File: src/rtl/startSeqPkg.sv
package startSeqPkg;
  localparam int unsigned WORD_W = 32;
  localparam int unsigned TYPE_W = 4;
  localparam logic [WORD_W-1:0] DEFAULT_START = 32'h00FFFFF6;
  localparam logic [TYPE_W-1:0] PORT_SET_START = 4'b0010;

  typedef struct packed {
    logic clearAll;
    logic latchInit;
  } seqStrobe_t;
endpackage

File: src/rtl/startRstQual.sv
module startRstQual #(
  parameter int unsigned SYNC_STAGES = 2,
  parameter int unsigned SYS_MIN = 5,
  parameter int unsigned TX_MIN = 4
) (
  input  logic clk,
  input  logic sysRstN,
  input  logic txClk,
  input  logic resetIn,
  output logic coreReset
);
  localparam int unsigned SYS_W = $clog2(SYS_MIN + 1);
  localparam int unsigned TX_W = $clog2(TX_MIN + 1);
  localparam logic [SYS_W-1:0] SYS_LIM = SYS_W'(SYS_MIN);
  localparam logic [TX_W-1:0] TX_LIM = TX_W'(TX_MIN);

  logic [SYNC_STAGES-1:0] rstChain;
  logic [SYNC_STAGES:0] txChain;
  logic rstLvl;
  logic txEdge;
  logic [SYS_W-1:0] sysCnt;
  logic [TX_W-1:0] txCnt;
  logic sysDone;
  logic txDone;

  always_ff @(posedge clk or negedge sysRstN) begin
    if (!sysRstN) begin
      rstChain <= '0;
      txChain <= '0;
    end else begin
      rstChain <= {rstChain[SYNC_STAGES-2:0], resetIn};
      txChain <= {txChain[SYNC_STAGES-1:0], txClk};
    end
  end

  assign rstLvl = rstChain[SYNC_STAGES-1];
  assign txEdge = txChain[SYNC_STAGES-1] & ~txChain[SYNC_STAGES];
  assign sysDone = (sysCnt == SYS_LIM);
  assign txDone = (txCnt == TX_LIM);

  always_ff @(posedge clk or negedge sysRstN) begin
    if (!sysRstN) begin
      sysCnt <= '0;
      txCnt <= '0;
      coreReset <= 1'b0;
    end else if (!rstLvl) begin
      sysCnt <= '0;
      txCnt <= '0;
      coreReset <= 1'b0;
    end else begin
      if (!sysDone) sysCnt <= sysCnt + 1'b1;
      if (txEdge && !txDone) txCnt <= txCnt + 1'b1;
      coreReset <= coreReset | (sysDone & txDone);
    end
  end

  logic [3:0] hiRun;
  always_ff @(posedge clk or negedge sysRstN) begin
    if (!sysRstN) hiRun <= '0;
    else if (!rstChain[SYNC_STAGES-1]) hiRun <= '0;
    else if (hiRun != 4'hF) hiRun <= hiRun + 1'b1;
  end

  assert_reset_min_sys_R1: assert property (@(posedge clk) disable iff (!sysRstN)
    $rose(coreReset) |-> (hiRun >= 4'(SYS_MIN)));
  assert_reset_drops_R2: assert property (@(posedge clk) disable iff (!sysRstN)
    !rstLvl |=> !coreReset);
endmodule

File: src/rtl/startCtrl.sv
module startCtrl
  import startSeqPkg::*;
#(
  parameter int unsigned SYNC_STAGES = 2
) (
  input  logic clk,
  input  logic sysRstN,
  input  logic attnIn,
  input  logic coreReset,
  output logic initStart,
  output logic cmdStart,
  output seqStrobe_t strobes
);
  logic [SYNC_STAGES:0] attnChain;
  logic attnFall;
  logic firstPending;
  logic actNow;

  always_ff @(posedge clk or negedge sysRstN) begin
    if (!sysRstN) attnChain <= '0;
    else attnChain <= {attnChain[SYNC_STAGES-1:0], attnIn};
  end

  assign attnFall = attnChain[SYNC_STAGES] & ~attnChain[SYNC_STAGES-1];
  assign actNow = attnFall & ~coreReset;

  always_comb begin
    strobes.clearAll = coreReset;
    strobes.latchInit = actNow & firstPending;
  end

  always_ff @(posedge clk or negedge sysRstN) begin
    if (!sysRstN) begin
      firstPending <= 1'b1;
      initStart <= 1'b0;
      cmdStart <= 1'b0;
    end else if (coreReset) begin
      firstPending <= 1'b1;
      initStart <= 1'b0;
      cmdStart <= 1'b0;
    end else begin
      initStart <= actNow & firstPending;
      cmdStart <= actNow & ~firstPending;
      if (actNow) firstPending <= 1'b0;
    end
  end

  assert_pulse_exclusive_R7: assert property (@(posedge clk) disable iff (!sysRstN)
    !(initStart && cmdStart));
  assert_init_single_R7: assert property (@(posedge clk) disable iff (!sysRstN)
    initStart |=> !initStart);
  assert_cmd_single_R7: assert property (@(posedge clk) disable iff (!sysRstN)
    cmdStart |=> !cmdStart);
  assert_quiet_in_reset_R2: assert property (@(posedge clk) disable iff (!sysRstN)
    coreReset |=> !(initStart || cmdStart));
  assert_cmd_after_init_R4: assert property (@(posedge clk) disable iff (!sysRstN)
    cmdStart |-> !firstPending);
endmodule

File: src/rtl/startData.sv
module startData
  import startSeqPkg::*;
(
  input  logic clk,
  input  logic sysRstN,
  input  seqStrobe_t strobes,
  input  logic portStrobe,
  input  logic [WORD_W-1:0] portData,
  output logic [WORD_W-1:0] initAddr
);
  logic [WORD_W-1:0] holdReg;
  logic holdValid;
  logic [WORD_W-1:0] addrReg;
  logic addrValid;
  logic commitSet;
  logic [WORD_W-1:0] newAddr;
  logic [WORD_W-1:0] effAddr;

  assign newAddr = {holdReg[WORD_W-1:TYPE_W], {TYPE_W{1'b0}}};
  assign commitSet = portStrobe & holdValid & ~strobes.clearAll &
                     (holdReg[TYPE_W-1:0] == PORT_SET_START);

  always_comb begin
    if (commitSet) effAddr = newAddr;
    else if (addrValid) effAddr = addrReg;
    else effAddr = DEFAULT_START;
  end

  always_ff @(posedge clk or negedge sysRstN) begin
    if (!sysRstN) begin
      holdReg <= '0;
      holdValid <= 1'b0;
      addrReg <= '0;
      addrValid <= 1'b0;
    end else if (strobes.clearAll) begin
      holdValid <= 1'b0;
      addrValid <= 1'b0;
    end else if (portStrobe) begin
      if (!holdValid) begin
        holdReg <= portData;
        holdValid <= 1'b1;
      end else begin
        holdValid <= 1'b0;
        if (commitSet) begin
          addrReg <= newAddr;
          addrValid <= 1'b1;
        end
      end
    end
  end

  always_ff @(posedge clk or negedge sysRstN) begin
    if (!sysRstN) initAddr <= '0;
    else if (strobes.latchInit) initAddr <= effAddr;
  end

  assert_reset_clears_R6: assert property (@(posedge clk) disable iff (!sysRstN)
    $past(strobes.clearAll) |-> (!addrValid && !holdValid));
  assert_commit_needs_pair_R5: assert property (@(posedge clk) disable iff (!sysRstN)
    $rose(addrValid) |-> $past(portStrobe && holdValid));
endmodule

File: src/rtl/startSequencer.sv
module startSequencer
  import startSeqPkg::*;
#(
  parameter int unsigned SYNC_STAGES = 2,
  parameter int unsigned SYS_MIN = 5,
  parameter int unsigned TX_MIN = 4
) (
  input  logic clk,
  input  logic sysRstN,
  input  logic txClk,
  input  logic resetIn,
  input  logic attnIn,
  input  logic portStrobe,
  input  logic [31:0] portData,
  output logic coreReset,
  output logic initStart,
  output logic [31:0] initAddr,
  output logic cmdStart
);
  seqStrobe_t strobes;

  startRstQual #(.SYNC_STAGES(SYNC_STAGES), .SYS_MIN(SYS_MIN), .TX_MIN(TX_MIN)) uQual (
    .clk(clk), .sysRstN(sysRstN), .txClk(txClk), .resetIn(resetIn), .coreReset(coreReset)
  );

  startCtrl #(.SYNC_STAGES(SYNC_STAGES)) uCtrl (
    .clk(clk), .sysRstN(sysRstN), .attnIn(attnIn), .coreReset(coreReset),
    .initStart(initStart), .cmdStart(cmdStart), .strobes(strobes)
  );

  startData uData (
    .clk(clk), .sysRstN(sysRstN), .strobes(strobes), .portStrobe(portStrobe),
    .portData(portData), .initAddr(initAddr)
  );
endmodule

File: config.mk
export PLATFORM = sky130hd
export DESIGN_NAME = startSequencer
export DESIGN_NICKNAME = d
export VERILOG_FILES = /design/src/rtl/startSeqPkg.sv /design/src/rtl/startRstQual.sv /design/src/rtl/startCtrl.sv /design/src/rtl/startData.sv /design/src/rtl/startSequencer.sv
export SDC_FILE = /design/constraint.sdc
export NUM_CORES = 1
export LEC_CHECK = 0
export BUFFER_PORTS_ARGS = -buffer_cell sky130_fd_sc_hd__buf_2
export CORE_AREA = 3 3 113 115
export DETAILED_ROUTE_END_ITERATION = 8
export DIE_AREA = 0 0 116 118
export PLACE_DENSITY = 0.68
export SLEW_MARGIN = 30
export SYNTH_ARGS = -nofsm -noshare
export SYNTH_HDL_FRONTEND = slang
export SYNTH_SLANG_ARGS = --single-unit
File: constraint.sdc
create_clock -name clk -period 3.5 [get_ports clk]
set_clock_uncertainty 0.2 [all_clocks]
set_input_delay 0.7 -clock clk [delete_from_list [all_inputs] [get_ports clk]]
set_output_delay 0.7 -clock clk [all_outputs]
set_load 0.01 [all_outputs]
==> flow_metrics.env, run 1 <==
export IMPL_seq_area_sq_mm=0.00273
export IMPL_h_tree_depth=3
export IMPL_wl_per_cell_microns=17.1
export IMPL_holdBufCountCts=0
export IMPL_numClockSinks=109
export IMPL_synth_area_per_cell_sq_um=12.7
export IMPL_grt_setup_unrepaired="false"
export IMPL_fin_area_sq_mm=0.00538
export IMPL_reg2regPathDepth=4
export IMPL_clock_latency_ns=0.34
export IMPL_layout_min_cycle_time_ns=2.34
export IMPL_synth_edff_count=0
export IMPL_place_area_sq_mm=0.00509
export IMPL_status="finished clean"
export IMPL_synth_cells=369
export IMPL_final_antenna_net_count=0
export IMPL_yosys_register_bits=109
export IMPL_arrival_ns=2.39
export IMPL_gr_usage_met2=0.231
export IMPL_root_buffer="clkbuf_16"
export IMPL_synthTopCellsByArea="dfrtp_1 57%, mux2_2 7.9%, mux2_4 6.4%, a211oi_1 3.0%, o31ai_1 3.0%"
export IMPL_coreArea_sq_mm=0.0119
export IMPL_setup_viol_count_final=0
export IMPL_hold_class="reg2reg"
export IMPL_synth_top_area_cell="dfrtp_1"
export IMPL_ys_types=38
export IMPL_start_kind="flip-flop"
export IMPL_dp_hpwl_mm=6.50
export IMPL_wl_mm=9.95
export IMPL_worstHoldStart="uQual.rstChain[0]"
export IMPL_use_met1=0.215
export IMPL_first_pass_iters=4
export IMPL_final_nets=470
export IMPL_met3_usage=0.0468
export IMPL_path_class="reg2reg"
export IMPL_yosysTopAreaCellShare=0.574
export IMPL_synth_main_ff_cell="dfrtp_1"
export IMPL_max_freq_mhz=428
export IMPL_drt_iter0_drc=273
export IMPL_min_period_over_period=0.668
export IMPL_post_cts_setup_buffers=0
export IMPL_crit_chain="nor4bb_4 -> buf_4 -> a211oi_1 -> o21ai_0"
export IMPL_maxCapViolations=0
export IMPL_critical_path_top_delay_family="simple AND/OR/NAND/NOR gates"
export IMPL_worstPathMaxFanout=16
export IMPL_vias=3134
export IMPL_grtUsageTotal=0.154
export IMPL_cts_resized=0
export IMPL_die_width_microns=116
export IMPL_finalSetupTns_ns=0
export IMPL_leakage_nw=2.37
export IMPL_cts_tree="done"
export IMPL_r2r_start="uQual.coreReset"
export IMPL_gp_congestion=0.721
export IMPL_max_slew_worst_pin_slew_ns=0.827
export IMPL_finalMaxSlewViolations=0
export IMPL_initial_core_util=0.395
export IMPL_synth_common_cells="108 x dfrtp_1, 33 x mux2_2, 27 x nand2_1"
export IMPL_overflow=0
export IMPL_ys_warn_count=0
export IMPL_grt_max_degree=74
export IMPL_yosysMostFrequentCell="dfrtp_1"
export IMPL_required_ns=3.55
export IMPL_p_per_area_mw_per_mm2=719
export IMPL_r2r_end="uData.initAddr[4]"
export IMPL_endpoint_kind="flip-flop"
export IMPL_diodes=0
export IMPL_hold_path_depth=0
export IMPL_port_buffers=70
export IMPL_holdPathEnd="uQual.rstChain[1]"
export IMPL_finalHoldViolations=0
export IMPL_grt_pass1_wl_mm=16.6
export IMPL_crit_slowest_cell="nor4bb_4"
export IMPL_crit_buf_inv=1
export IMPL_yosysSeqAreaShare=0.580
export IMPL_num_rows=40
export IMPL_num_fill_cells=1117
export IMPL_grt_pass1_vias=3166
export IMPL_grt_busiest_layer="met2"
export IMPL_clock_path_buffers=2
export IMPL_max_slew_margin=0.448
export IMPL_cp_slowest_stage_delay_ns=0.80
export IMPL_async_flop_share=1.00
export IMPL_syn_area_sq_mm=0.00470
export IMPL_drive_gt1_frac=0.356
export IMPL_area_growth_pct=14.4
export IMPL_drc=0
export IMPL_rrSetupSlack_ns=1.16
export IMPL_clk_pin_slew_ns=0.07
export IMPL_io_pin_count=73
export IMPL_cts_buffers=9
export IMPL_antenna_found_initial=0
export IMPL_fp_dieArea_sq_mm=0.0137
export IMPL_avgViaCountPerCell=5.40
export IMPL_die_height_microns=118
export IMPL_multi_input_area_sq_mm=0.00172
export IMPL_max_vdd_ir_drop_v=0.000302
==> logic make-up (layout without fill, tap and decap cells) <==
group	Yosys count	after routing	share of synthesized area
muxes	53	53	0.143
and+or+nand+nor	68	68	0.0769
xor gates and xnor gates	2	2	0.00372
DFF	109	109	0.580
adders and majority gates	4	4	0.0106
other	1	2	0.000797
buffers and inverters	40	103	0.0580
AOI/OAI and AO/OA	92	92	0.127
==> power breakdown <==
group / leakage (nW) / switching, W / internal, W / total, W
Sequential: 1.25 / 0.000280 / 0.00162 / 0.00190
Combinational: 0.983 / 0.000462 / 0.000505 / 0.000968
Clock: 0.136 / 0.000441 / 0.000557 / 0.000997
==> final cells by class <==
cell class / instances / area share
Timing Repair Buffer: 79 / 0.0788
Tap cell: 147 / 0.0342
Multi-Input combinational cell: 221 / 0.320
Sequential cell: 109 / 0.507
Clock buffer: 11 / 0.0432
Clock inverter: 5 / 0.0109
Inverter: 8 / 0.00558
==> worst max-delay path by stage <==
stage                                from  slack, ns  depth (start not counted)                 end
after floorplan                portStrobe       1.65                          5   uData.addrReg[10]
after global placement         portStrobe       1.01                          5  uData.initAddr[28]
after detailed placement       portStrobe       0.93                          5  uData.initAddr[12]
after CTS                 uQual.coreReset       1.15                          4   uData.initAddr[4]
after global routing      uQual.coreReset       0.95                          4   uData.initAddr[4]
final                     uQual.coreReset       1.16                          4   uData.initAddr[4]
==> layer usage <==
metal,vias up,part of all wire
li1,1439,-
met1,1600,0.45
met2,85,0.49
met3,10,0.052
met4,0,0.016
met5,-,0
==> worst register-to-register path, delay by kind of cell (launching register included) <==
kind,cells,cell delay [ns]
AOI/OAI and AO/OA,2,0.33
and+or+nand+nor,1,0.81
DFF,1,0.55
buffers and inverters,1,0.36
==> state kept, by name (all words and copies together), names as in the netlist, 2 cells and up <==
name / count
uQual.rstChain: 2
uQual.txCnt: 3
uQual.txChain: 3
uCtrl.attnChain: 3
uData.addrReg: 28
uData.initAddr: 29
uQual.sysCnt: 3
uData.holdReg: 32
==> metrics by stage <==
step | power (W) | setup WS [ns] | std cells | util | hold WS (ns)
floorplan | 0.00264 | 1.65 | 370 | - | 0.131
global placement | 0.00283 | 1.01 | 564 | 0.427 | 0.132
detailed placement | 0.00289 | 0.931 | 564 | 0.427 | 0.136
CTS | 0.00391 | 1.15 | 580 | 0.451 | 0.153
global route | 0.00410 | 0.950 | 580 | 0.452 | 0.169
finish | 0.00387 | 1.16 | 580 | 0.452 | 0.149
==> cells in the final DEF, fill, tap and decap left out, types with 2 or more instances in the layout <==
cell type,instances
a2111oi_0,2
a211oi_1,19
a21oi_1,4
a31oi_1,10
buf_2,69
buf_4,9
clkbuf_1,2
clkbuf_16,9
clkinvlp_4,2
conb_1,2
dfrtp_1,108
ha_1,4
inv_1,7
mux2_2,33
mux2_4,20
nand2_1,27
nand2b_1,2
nand3_1,8
nor2_1,15
nor3_1,3
nor4_1,2
o211ai_1,8
o21ai_0,19
o21ai_1,10
o31ai_1,19
or3_1,2
xnor2_1,2
No activity file was read; power rests on OpenSTA's default activity.
==> run 2, diff against run 1 <==
Settings changed: ABC_AREA set to 1, CORE_AREA 3 3 113 115 to 3 3 112 114, DIE_AREA 0 0 116 118 to 0 0 115 117, PLACE_DENSITY 0.68 to 0.7.
Clock period 3.5 ns to 2.1 ns, I/O delays scaled along.
==> run 2 against run 1 <==
Compared with the run above:
- wire length down 2.5%
- critical path depth unchanged
- flip-flop and latch count unchanged
- hold slack worse by 0.043 ns
- combinational power up 6%
- setup slack worse by 0.75 ns
- via count up 8.5%
- cell count up 22%
- critical path type unchanged
- largest cell class unchanged
- largest power group unchanged
==> flow_metrics.env, run 2 <==
export IMPL_switching_power_w=0.00153
export IMPL_diodes=0
export IMPL_min_period_over_period=0.804
export IMPL_ys_warn_count=0
export IMPL_pwr_share_clk=0.328
export IMPL_drt_iter0_drc=155
export IMPL_status="finished clean"
export IMPL_finalPower_w=0.00557
export IMPL_p_int_w=0.00404
export IMPL_crit_slowest_cell="dfrtp_1"
export IMPL_final_nets=604
export IMPL_yosysSeqAreaShare=0.587
export IMPL_regMostFlops="uData.holdReg"
export IMPL_drive_gt1_frac=0.238
export IMPL_overflow=0
export IMPL_synth_compound_area_frac=0.0393
export IMPL_finalHoldViolations=0
export IMPL_root_buffer="clkbuf_16"
export IMPL_synth_common_cells="196 x nand2_1, 108 x dfrtp_1, 43 x inv_1"
export IMPL_synth_cells=492
export IMPL_dp_cells=690
export IMPL_grt_max_degree=39
export IMPL_switching_share=0.274
export IMPL_die_height_microns=117
export IMPL_endpoint_kind="flip-flop"
export IMPL_port_buffers=70
export IMPL_holdWs_ns=0.106
export IMPL_max_freq_mhz=592
export IMPL_pwr_share_seq=0.487
export IMPL_leakage_nw=2.82
export IMPL_worstPathMaxFanout=20
export IMPL_arrival_ns=1.68
export IMPL_synth_simple_area_share=0.216
export IMPL_grt_pass1_vias=3539
export IMPL_synth_mux_area_frac=0.0687
export IMPL_grt_setup_unrepaired="false"
export IMPL_crit_buf_inv=1
export IMPL_yosysTopAreaCellShare=0.582
export IMPL_first_pass_iters=4
export IMPL_finalMaxSlewViolations=0
export IMPL_drc=0
export IMPL_fp_dieArea_sq_mm=0.0135
export IMPL_setup_viol_count_final=0
export IMPL_async_flop_share=1.00
export IMPL_layout_min_cycle_time_ns=1.69
export IMPL_dp_hpwl_mm=6.55
export IMPL_max_slew_margin=0.647
export IMPL_required_ns=2.09
export IMPL_hold_class="in2reg"
export IMPL_max_slew_worst_pin_slew_ns=0.529
export IMPL_synth_xor_area_share=0.00377
export IMPL_clock_latency_ns=0.34
export IMPL_worst_slack_ns=0.411
export IMPL_numClockSinks=109
export IMPL_p_per_area_mw_per_mm2=1020
export IMPL_max_vdd_ir_drop_v=0.000489
export IMPL_wl_mm=9.69
export IMPL_start_kind="flip-flop"
export IMPL_grtUsageTotal=0.153
export IMPL_gp_congestion=0.727
export IMPL_dp_slack_ns=0.316
export IMPL_grt_pass1_wl_mm=16.4
export IMPL_coreArea_sq_mm=0.0115
export IMPL_h_tree_depth=3
export IMPL_antenna_found_initial=0
export IMPL_final_antenna_net_count=0
export IMPL_layout_commonest_cell="nand2_1"
export IMPL_largest_register_ffs=32
export IMPL_clock_path_buffers=2
export IMPL_maxCapViolations=0
export IMPL_finalSetupTns_ns=0
export IMPL_p_comb_frac=0.185
export IMPL_synth_edff_count=0
export IMPL_synth_top_area_cell="dfrtp_1"
export IMPL_path_class="reg2reg"
export IMPL_crit_chain="nor2_2 -> nand3_2 -> inv_1 -> o21ai_0"
export IMPL_top_regs="uData.holdReg: 32 flops, uData.initAddr: 29 flops, uData.addrReg: 28 flops"
export IMPL_critical_path_top_delay_family="flip-flops"
export IMPL_io_pin_count=73
export IMPL_synth_fa_ha_area_frac=0.0108
export IMPL_yosys_register_bits=109
export IMPL_initial_core_util=0.403
export IMPL_vias=3400
export IMPL_die_width_microns=115
export IMPL_cts_resized=0
export IMPL_synth_main_ff_cell="dfrtp_1"
export IMPL_layout_common_cells="196 x nand2_1, 108 x dfrtp_1, 69 x buf_2, 43 x inv_1"
export IMPL_fin_cells=710
export IMPL_avgViaCountPerCell=4.79
export IMPL_ys_types=24
export IMPL_syn_area_sq_mm=0.00465
export IMPL_cts_tree="done"
export IMPL_wl_per_cell_microns=13.7
export IMPL_cts_buffers=9
export IMPL_yosysMostFrequentCell="nand2_1"
export IMPL_num_fill_cells=1071
export IMPL_num_rows=39
export IMPL_cp_slowest_stage_delay_ns=0.48
export IMPL_synth_top_family_by_area="simple AND/OR/NAND/NOR gates"
export IMPL_clk_pin_slew_ns=0.07
export IMPL_synth_area_per_cell_sq_um=9.44
export IMPL_area_growth_pct=17.9
export IMPL_synthTopCellsByArea="dfrtp_1 58%, nand2_1 16%, mux2_2 6.5%, inv_1 3.5%, nand3_1 2.9%"
-- run 2: through the flow --
step                 util  area (sq um)
detailed placement  0.444          5110
CTS                 0.476          5480
global placement    0.444          5110
finish              0.476          5480
global route        0.476          5480
floorplan               -          4650
-- run 2: final timing paths --
path,depth (start not counted),slack (ns),from,to
worst min-delay path,2,0.11,portData[27],uData.holdReg[27]
min in group asynchronous,2,0.34,sysRstN,uData.initAddr[24]
worst min register to register,0,0.15,uCtrl.attnChain[0],uCtrl.attnChain[1]
worst max register to register,4,0.41,uQual.coreReset,uData.addrReg[18]
worst max-delay path,4,0.41,uQual.coreReset,uData.addrReg[18]
max in group asynchronous,3,0.68,sysRstN,uCtrl.firstPending
-- run 2: metal layers --
metal | vias up | track usage | part of all wire
met5 | - | 0 | 0
met4 | 0 | 0.0603 | 0.018
met3 | 14 | 0.0303 | 0.050
met2 | 70 | 0.259 | 0.49
met1 | 1654 | 0.194 | 0.45
li1 | 1662 | - | -
-- run 2: final cells by class --
type	instances	area, sq um	area share
clock buffer	10	239	0.0436
clock inverter	6	86.3	0.0158
inverter	43	161	0.0295
multi-input combinational	315	1580	0.288
sequential	109	2730	0.498
tap	143	179	0.0327
timing repair buffer	84	505	0.0923
-- run 2: logic make-up (layout without fill, tap and decap cells) --
kind of cell,after synthesis,count (layout)
simple gates,244,244
flops,109,109
buf+inv,69,143
compound gates,35,35
mux,28,28
fa+ha+maj,4,4
xor+xnor,2,2
other cells,1,2
-- run 2: power by group through the flow --
stage	clock network (W)	logic [W]	registers, W
floorplan	0	0.000784	0.00270
global placement	0	0.000972	0.00273
detailed placement	0	0.00103	0.00275
CTS	0.00186	0.00105	0.00272
global route	0.00193	0.00122	0.00276
finish	0.00183	0.00103	0.00272
-- run 2: what timing repair did --
item | CTS | global route
buffers inserted | 0 | 0
hold buffers | 4 | 0
hold endpoints to repair | 28 | 0
endpoints found under the setup margin | 0 | 0
